[config.mk]
export PLATFORM = sky130hd
export DESIGN_NAME = sprite_line_eval
export DESIGN_NICKNAME = d
export VERILOG_FILES = /design/src/rtl/sprite_line_eval.sv
export SDC_FILE = /design/constraint.sdc
export NUM_CORES = 1
export LEC_CHECK = 0
export BUFFER_PORTS_ARGS = -buffer_cell sky130_fd_sc_hd__buf_4
export CORE_MARGIN = 2
export CORE_UTILIZATION = 27
export DETAILED_ROUTE_END_ITERATION = 7
export MAX_ROUTING_LAYER = met4
export SYNTH_ARGS = -nofsm -noshare
export SYNTH_HDL_FRONTEND = slang
export SYNTH_SLANG_ARGS = --single-unit
[constraint.sdc]
create_clock -name clk -period 4.4 [get_ports clk]
set_clock_uncertainty 0.05 [all_clocks]
set_input_delay 0.66 -clock clk [delete_from_list [all_inputs] [get_ports clk]]
set_output_delay 0.66 -clock clk [all_outputs]
set_load 0.05 [all_outputs]
[src/rtl/sprite_line_eval.sv]
module sprite_line_eval #(
  parameter int          MAX_SLOTS   = 4,
  parameter int          NUM_ENTRIES = 32,
  parameter logic [7:0]  STOP_Y      = 8'hD0
) (
  input  logic        clk,
  input  logic        rst_n,
  input  logic        line_start,
  input  logic [7:0]  line_num,
  input  logic [6:0]  attr_reg,
  input  logic [2:0]  pat_reg,
  input  logic        status_clr,
  output logic        mem_rd,
  output logic [13:0] mem_addr,
  input  logic [7:0]  mem_data,
  output logic        busy,
  output logic        pix_valid,
  output logic [7:0]  pix_x,
  output logic [3:0]  pix_color,
  output logic        pix_opaque,
  output logic        line_done,
  output logic        stat_fifth,
  output logic        stat_coll,
  output logic [4:0]  stat_idx
);
  localparam int IW = $clog2(NUM_ENTRIES);
  localparam int CW = $clog2(MAX_SLOTS + 1);
  localparam int SW = (MAX_SLOTS > 1) ? $clog2(MAX_SLOTS) : 1;

  typedef enum logic [2:0] {S_IDLE, S_YRQ, S_YCK, S_FRQ, S_FCK, S_DRAW, S_DONE} st_t;

  st_t            st;
  logic [7:0]     line_q;
  logic [IW-1:0]  idx;
  logic [CW-1:0]  cnt;
  logic [1:0]     ph;
  logic [2:0]     row;
  logic [7:0]     name_q;
  logic [7:0]     x;
  logic [7:0]     sx [MAX_SLOTS];
  logic [3:0]     sc [MAX_SLOTS];
  logic [7:0]     sp [MAX_SLOTS];

  logic [7:0]  dy;
  logic        is_stop, is_match, is_last, is_full, fifth_set;
  logic [SW-1:0] slot;
  logic [13:0] entry_addr;

  assign dy        = line_q - mem_data - 8'd1;
  assign is_stop   = (mem_data == STOP_Y);
  assign is_match  = (dy < 8'd8);
  assign is_last   = (idx == IW'(NUM_ENTRIES - 1));
  assign is_full   = (cnt == CW'(MAX_SLOTS));
  assign fifth_set = (st == S_YCK) && !is_stop && is_match && is_full;
  assign slot      = cnt[SW-1:0];

  assign entry_addr = {attr_reg, 7'b0} + 14'({idx, 2'b00});
  assign mem_rd     = (st == S_YRQ) || (st == S_FRQ);
  assign mem_addr   = (st == S_FRQ && ph == 2'd3) ? {pat_reg, name_q, row}
                    : (st == S_FRQ) ? entry_addr + 14'(ph) + 14'd1
                    : entry_addr;
  assign busy       = (st != S_IDLE);
  assign line_done  = (st == S_DONE);

  always_ff @(posedge clk) begin
    if (!rst_n) begin
      st     <= S_IDLE;
      line_q <= '0;
      idx    <= '0;
      cnt    <= '0;
      ph     <= '0;
      row    <= '0;
      name_q <= '0;
      x      <= '0;
      for (int s = 0; s < MAX_SLOTS; s++) begin
        sx[s] <= '0;
        sc[s] <= '0;
        sp[s] <= '0;
      end
    end else begin
      case (st)
        S_IDLE: if (line_start) begin
          line_q <= line_num;
          idx    <= '0;
          cnt    <= '0;
          st     <= S_YRQ;
        end
        S_YRQ: st <= S_YCK;
        S_YCK: begin
          if (is_stop || (is_match && is_full)) begin
            x  <= '0;
            st <= S_DRAW;
          end else if (is_match) begin
            row <= dy[2:0];
            ph  <= '0;
            st  <= S_FRQ;
          end else if (is_last) begin
            x  <= '0;
            st <= S_DRAW;
          end else begin
            idx <= idx + 1'b1;
            st  <= S_YRQ;
          end
        end
        S_FRQ: st <= S_FCK;
        S_FCK: begin
          case (ph)
            2'd0: sx[slot] <= mem_data;
            2'd1: name_q   <= mem_data;
            2'd2: sc[slot] <= mem_data[3:0];
            default: sp[slot] <= mem_data;
          endcase
          if (ph == 2'd3) begin
            cnt <= cnt + 1'b1;
            if (is_last) begin
              x  <= '0;
              st <= S_DRAW;
            end else begin
              idx <= idx + 1'b1;
              st  <= S_YRQ;
            end
          end else begin
            ph <= ph + 1'b1;
            st <= S_FRQ;
          end
        end
        S_DRAW: begin
          x <= x + 1'b1;
          if (x == 8'hFF) st <= S_DONE;
        end
        default: st <= S_IDLE;
      endcase
    end
  end

  logic [MAX_SLOTS-1:0] hit;
  for (genvar s = 0; s < MAX_SLOTS; s++) begin : g_slot
    logic [8:0] d;
    assign d      = {1'b0, x} - {1'b0, sx[s]};
    assign hit[s] = (CW'(s) < cnt) && (d < 9'd8) && sp[s][3'd7 - d[2:0]];
  end

  logic [3:0] win_c;
  logic       win_o;
  logic [CW-1:0] nhit;
  always_comb begin
    win_c = '0;
    win_o = 1'b0;
    nhit  = '0;
    for (int s = MAX_SLOTS - 1; s >= 0; s--) begin
      if (hit[s]) nhit = nhit + 1'b1;
      if (hit[s] && sc[s] != 4'd0) begin
        win_c = sc[s];
        win_o = 1'b1;
      end
    end
  end

  always_ff @(posedge clk) begin
    if (!rst_n) begin
      pix_valid  <= 1'b0;
      pix_x      <= '0;
      pix_color  <= '0;
      pix_opaque <= 1'b0;
    end else begin
      pix_valid  <= (st == S_DRAW);
      pix_x      <= x;
      pix_color  <= win_c;
      pix_opaque <= win_o;
    end
  end

  always_ff @(posedge clk) begin
    if (!rst_n) begin
      stat_fifth <= 1'b0;
      stat_coll  <= 1'b0;
      stat_idx   <= '0;
    end else begin
      if (status_clr) begin
        stat_fifth <= 1'b0;
        stat_coll  <= 1'b0;
      end
      if (fifth_set) begin
        stat_fifth <= 1'b1;
        if (!stat_fifth) stat_idx <= 5'(idx);
      end
      if (st == S_DRAW && nhit > CW'(1)) stat_coll <= 1'b1;
    end
  end
endmodule


==> run_results.csv <==
group,metric,value,unit
power,total_leakage_power,4.038,nW
routing,vias_per_cell,4.937,
clock_network,root_buffer,"sky130_fd_sc_hd__clkbuf_16",
synth,synth.cell_area,8066,sq um
synth,postSynthNetCount,911,
synth,synth_ff_type,"sky130_fd_sc_hd__edfxtp_1",
clock_network,postCtsHoldBufs,0,
routing,drt_drc_violations_left,0,
clock_network,worstSkewPairLatency,0.44,ns
synth,synthCells,822,
routing,wl,21430,microns
layout,fin_nets,980,
routing,num_vias,6389,
clock_network,post_cts_resize_count,0,
sta,fin_crit_sh,89.95,%
layout,final_layout_size_suffix_gt1_share,15.93,%
sta,finalHoldViolations,0,
worst_setup_path,required,4.71,ns
synth,async_flop_share,0,%
power,p_per_area,330.3,nW/um^2
worst_setup_path,arrival,4.27,ns
worst_setup_path,endpoint_kind,"register",
sta,maxClockFrequency,252.7,MHz
layout,final-instance-count-excl-fill,1294,
run_status,run_status,"complete, no violations",
floorplanning,die_height,176.8,microns
routing,drt-initial-drc-count,389,
synth,synth.lib_cells_used.distinct,67,
routing,detail_route.wl_per_cell,16.56,microns
routing,first_pass_iters,5,
power,fin_total_pwr,3.192,mW
clock_network,postCtsSetupBuffers,0,
synth,post-synth-top-area-cell,"sky130_fd_sc_hd__edfxtp_1",
layout,most-common-layout-cells,"sky130_fd_sc_hd__buf_4, sky130_fd_sc_hd__nand2_1, sky130_fd_sc_hd__edfxtp_1, sky130_fd_sc_hd__nor2_1, sky130_fd_sc_hd__inv_1",
synth,synthTopCellsByArea,"sky130_fd_sc_hd__edfxtp_1, sky130_fd_sc_hd__dfxtp_1, sky130_fd_sc_hd__ha_1",
flow_run,maxCapViolations,0,
hold_path,holdCritPathClass,"register to register",
sta,final.setup.tns,0,ns
layout,antennaDiodeCount,0,
place,dp.cells,1262,
sta,layout_min_cycle_time,3.958,ns
worst_setup_path,reg2reg_setup_slack,0.44,ns
floorplanning,row_count,63,
floorplanning,die_area,31270,sq um
sta,grt_setup_unrepaired,"no",
worst_setup_path,timing_worst_setup_path_type,"register to register",
global_route,grt_pass1_vias,6201,
power,ir_drop,0.2384,mV
worst_setup_path,cp_max_fo,8,
layout,stdcell_area,9662,sq um
layout,layout.cells.most_common,"sky130_fd_sc_hd__buf_4",
routing,ant_nets,0,
sta,max_slew.worst_pin.slew,1.120,ns
floorplanning,top_level_ports,68,
global_route,grt_start_max_net_pins,29,
synth,synth.yosys.warnings,0,
global_route,antenna_violations_before_repair,0,
global_route,global_route_wire_length_before_repair,33900,microns
sta,max-slew-margin-rel,24.56,%
layout,fillers,3000,
synth,synth.avg_cell_area,9.813,sq um
synth,yosys_register_bits,141,
synth,area_share_of_the_leading_cell_type_in_the_synthesized_netlist,29.78,%
global_route,globalRoute.totalOverflow,0,
clock_network,cts_num_sinks,141,
clock_network,cts_inserted_buffers,17,
place,global_placer_s_final_weighted_congestion,0.8531,
place,place_area,9049,sq um
floorplanning,placeableCoreArea,29560,sq um
worst_setup_path,critical_path.startpoint_type,"register",
global_route,grtUsageTotal,14.39,%
synth,ys_seq_area_share,44.92,%
clock_network,clock_tree.htree_level_count,4,
place,numPortBuffers,67,
synth,number_of_synthesized_flops_with_an_enable_pin,80,
place,detailed_place_hpwl,15860,microns
clock_network,clk_pin_slew,0.07,ns
sta,finalSetupViolations,0,
clock_network,cts_tree,"done",
clock_network,max-clock-path-buffers,2,
layout,synthToLayoutAreaGrowth,19.78,%
floorplanning,initial_util,27.29,%
sta,slew_violations,0,
floorplanning,chip_width,176.8,microns
[sequential cells by signal, indices dropped and copies added (netlist names), 2 cells and up]
signal,count
sx,32
x,8
sp,32
pix_color,4
pix_x,8
row,3
cnt,3
st,3
ph,2
line_q,8
name_q,8
sc,16
idx,5
stat_idx,5
[stage by stage]
| stage | setup slack, ns | hold slack (ns) | utilization (%) |
|---|---|---|---|
| 5_1_grt | 0.1193 | 0.4187 | 32.69 |
| 2_1_floorplan | 0.8846 | 0.3838 | - |
| 4_1_cts | 0.4429 | 0.4057 | 32.69 |
| 3_5_place_dp | 0.4870 | 0.3994 | 30.61 |
| 3_3_place_gp | 0.5522 | 0.3971 | 30.61 |
| 6_report | 0.4421 | 0.4143 | 32.69 |
[critical path: stages (launching register included)]
cell and delay [ns]:
sky130_fd_sc_hd__dfxtp_1 0.60, sky130_fd_sc_hd__ha_1 0.36, sky130_fd_sc_hd__a21oi_1 0.24, sky130_fd_sc_hd__a21oi_1 0.14, sky130_fd_sc_hd__or3_1 0.31, sky130_fd_sc_hd__a2111oi_0 0.53, sky130_fd_sc_hd__o211ai_1 0.29, sky130_fd_sc_hd__inv_1 0.15
sky130_fd_sc_hd__ha_1 0.28, sky130_fd_sc_hd__xnor2_1 0.15, sky130_fd_sc_hd__ha_1 0.20, sky130_fd_sc_hd__nor3_1 0.18, sky130_fd_sc_hd__and4bb_2 0.26, sky130_fd_sc_hd__o22ai_1 0.15
[final cells by class]
cell class	instances	area (sq um)	share of cell area, %
Inverter	62	232.7	2.409
Sequential cell	141	3623	37.50
Timing Repair Buffer	82	615.6	6.371
Clock inverter	15	187.7	1.943
Multi-Input combinational cell	587	4089	42.32
Clock buffer	17	425.4	4.403
Tap cell	390	488.0	5.051
[logic make-up (layout without fill, tap and decap cells)]
group                    after synthesis  after routing  synth area share, %
AO/OA/AOI/OAI                        156            156                13.73
XOR/XNOR                              23             23                2.497
flip-flops                           141            141                44.92
multiplexers                          32             32                5.320
AND/OR/NAND/NOR                      317            317                19.53
adder cells (fa/ha/maj)               59             59                9.617
buffers and inverters                 94            176                4.390
[cell usage after synthesis (all sizes together), types with 3 or more instances]
cell	count
nand3b	3
fa	5
o22ai	6
nand2	81
nand3	22
o21ai	16
and3	49
o31ai	4
nor2b	10
a22oi	3
o221ai	5
a41o	4
o21a	7
a32oi	3
a21oi	49
and2	15
nor4	6
a2111oi	3
nand2b	8
dfxtp	61
nor2	77
a211oi	6
a22o	8
inv	62
or2	4
ha	54
o311ai	3
xnor2	14
or3	8
xor2	9
or4	3
mux2i	17
o211ai	4
nand4	4
a31oi	9
mux2	7
edfxtp	80
nor3	25
clkbuf	30
mux4	8
a21o	6
[worst paths after layout]
| check | startpoint | endpoint | cells after the start |
|---|---|---|---|
| worst max-delay path | x[2]$_SDFFE_PN0P_ | stat_coll$_SDFFE_PN0P_ | 13 |
| worst min-delay path | name_q[3]$_SDFFE_PN0P_ | name_q[3]$_SDFFE_PN0P_ | 2 |
| worst max register to register | x[2]$_SDFFE_PN0P_ | stat_coll$_SDFFE_PN0P_ | 13 |
| worst min register to register | name_q[3]$_SDFFE_PN0P_ | name_q[3]$_SDFFE_PN0P_ | 2 |
[report_power, final]
| part | total [mW] | internal, mW | switching, mW |
|---|---|---|---|
| combinational | 0.264 | 0.100 | 0.163 |
| sequential | 1.44 | 1.42 | 0.0178 |
| clock | 1.49 | 0.821 | 0.668 |
[layer usage]
| metal | global-route usage (%) | vias to the layer above | routed length, microns |
|---|---|---|---|
| met1 | 19.13 | 3017 | 10380 |
| met3 | 2.642 | 43 | 1091 |
| met5 | - | - | 0 |
| li1 | - | 3140 | - |
| met2 | 21.91 | 189 | 9433 |
| met4 | 5.200 | 0 | 523 |
(Power assumes the default switching activity.)
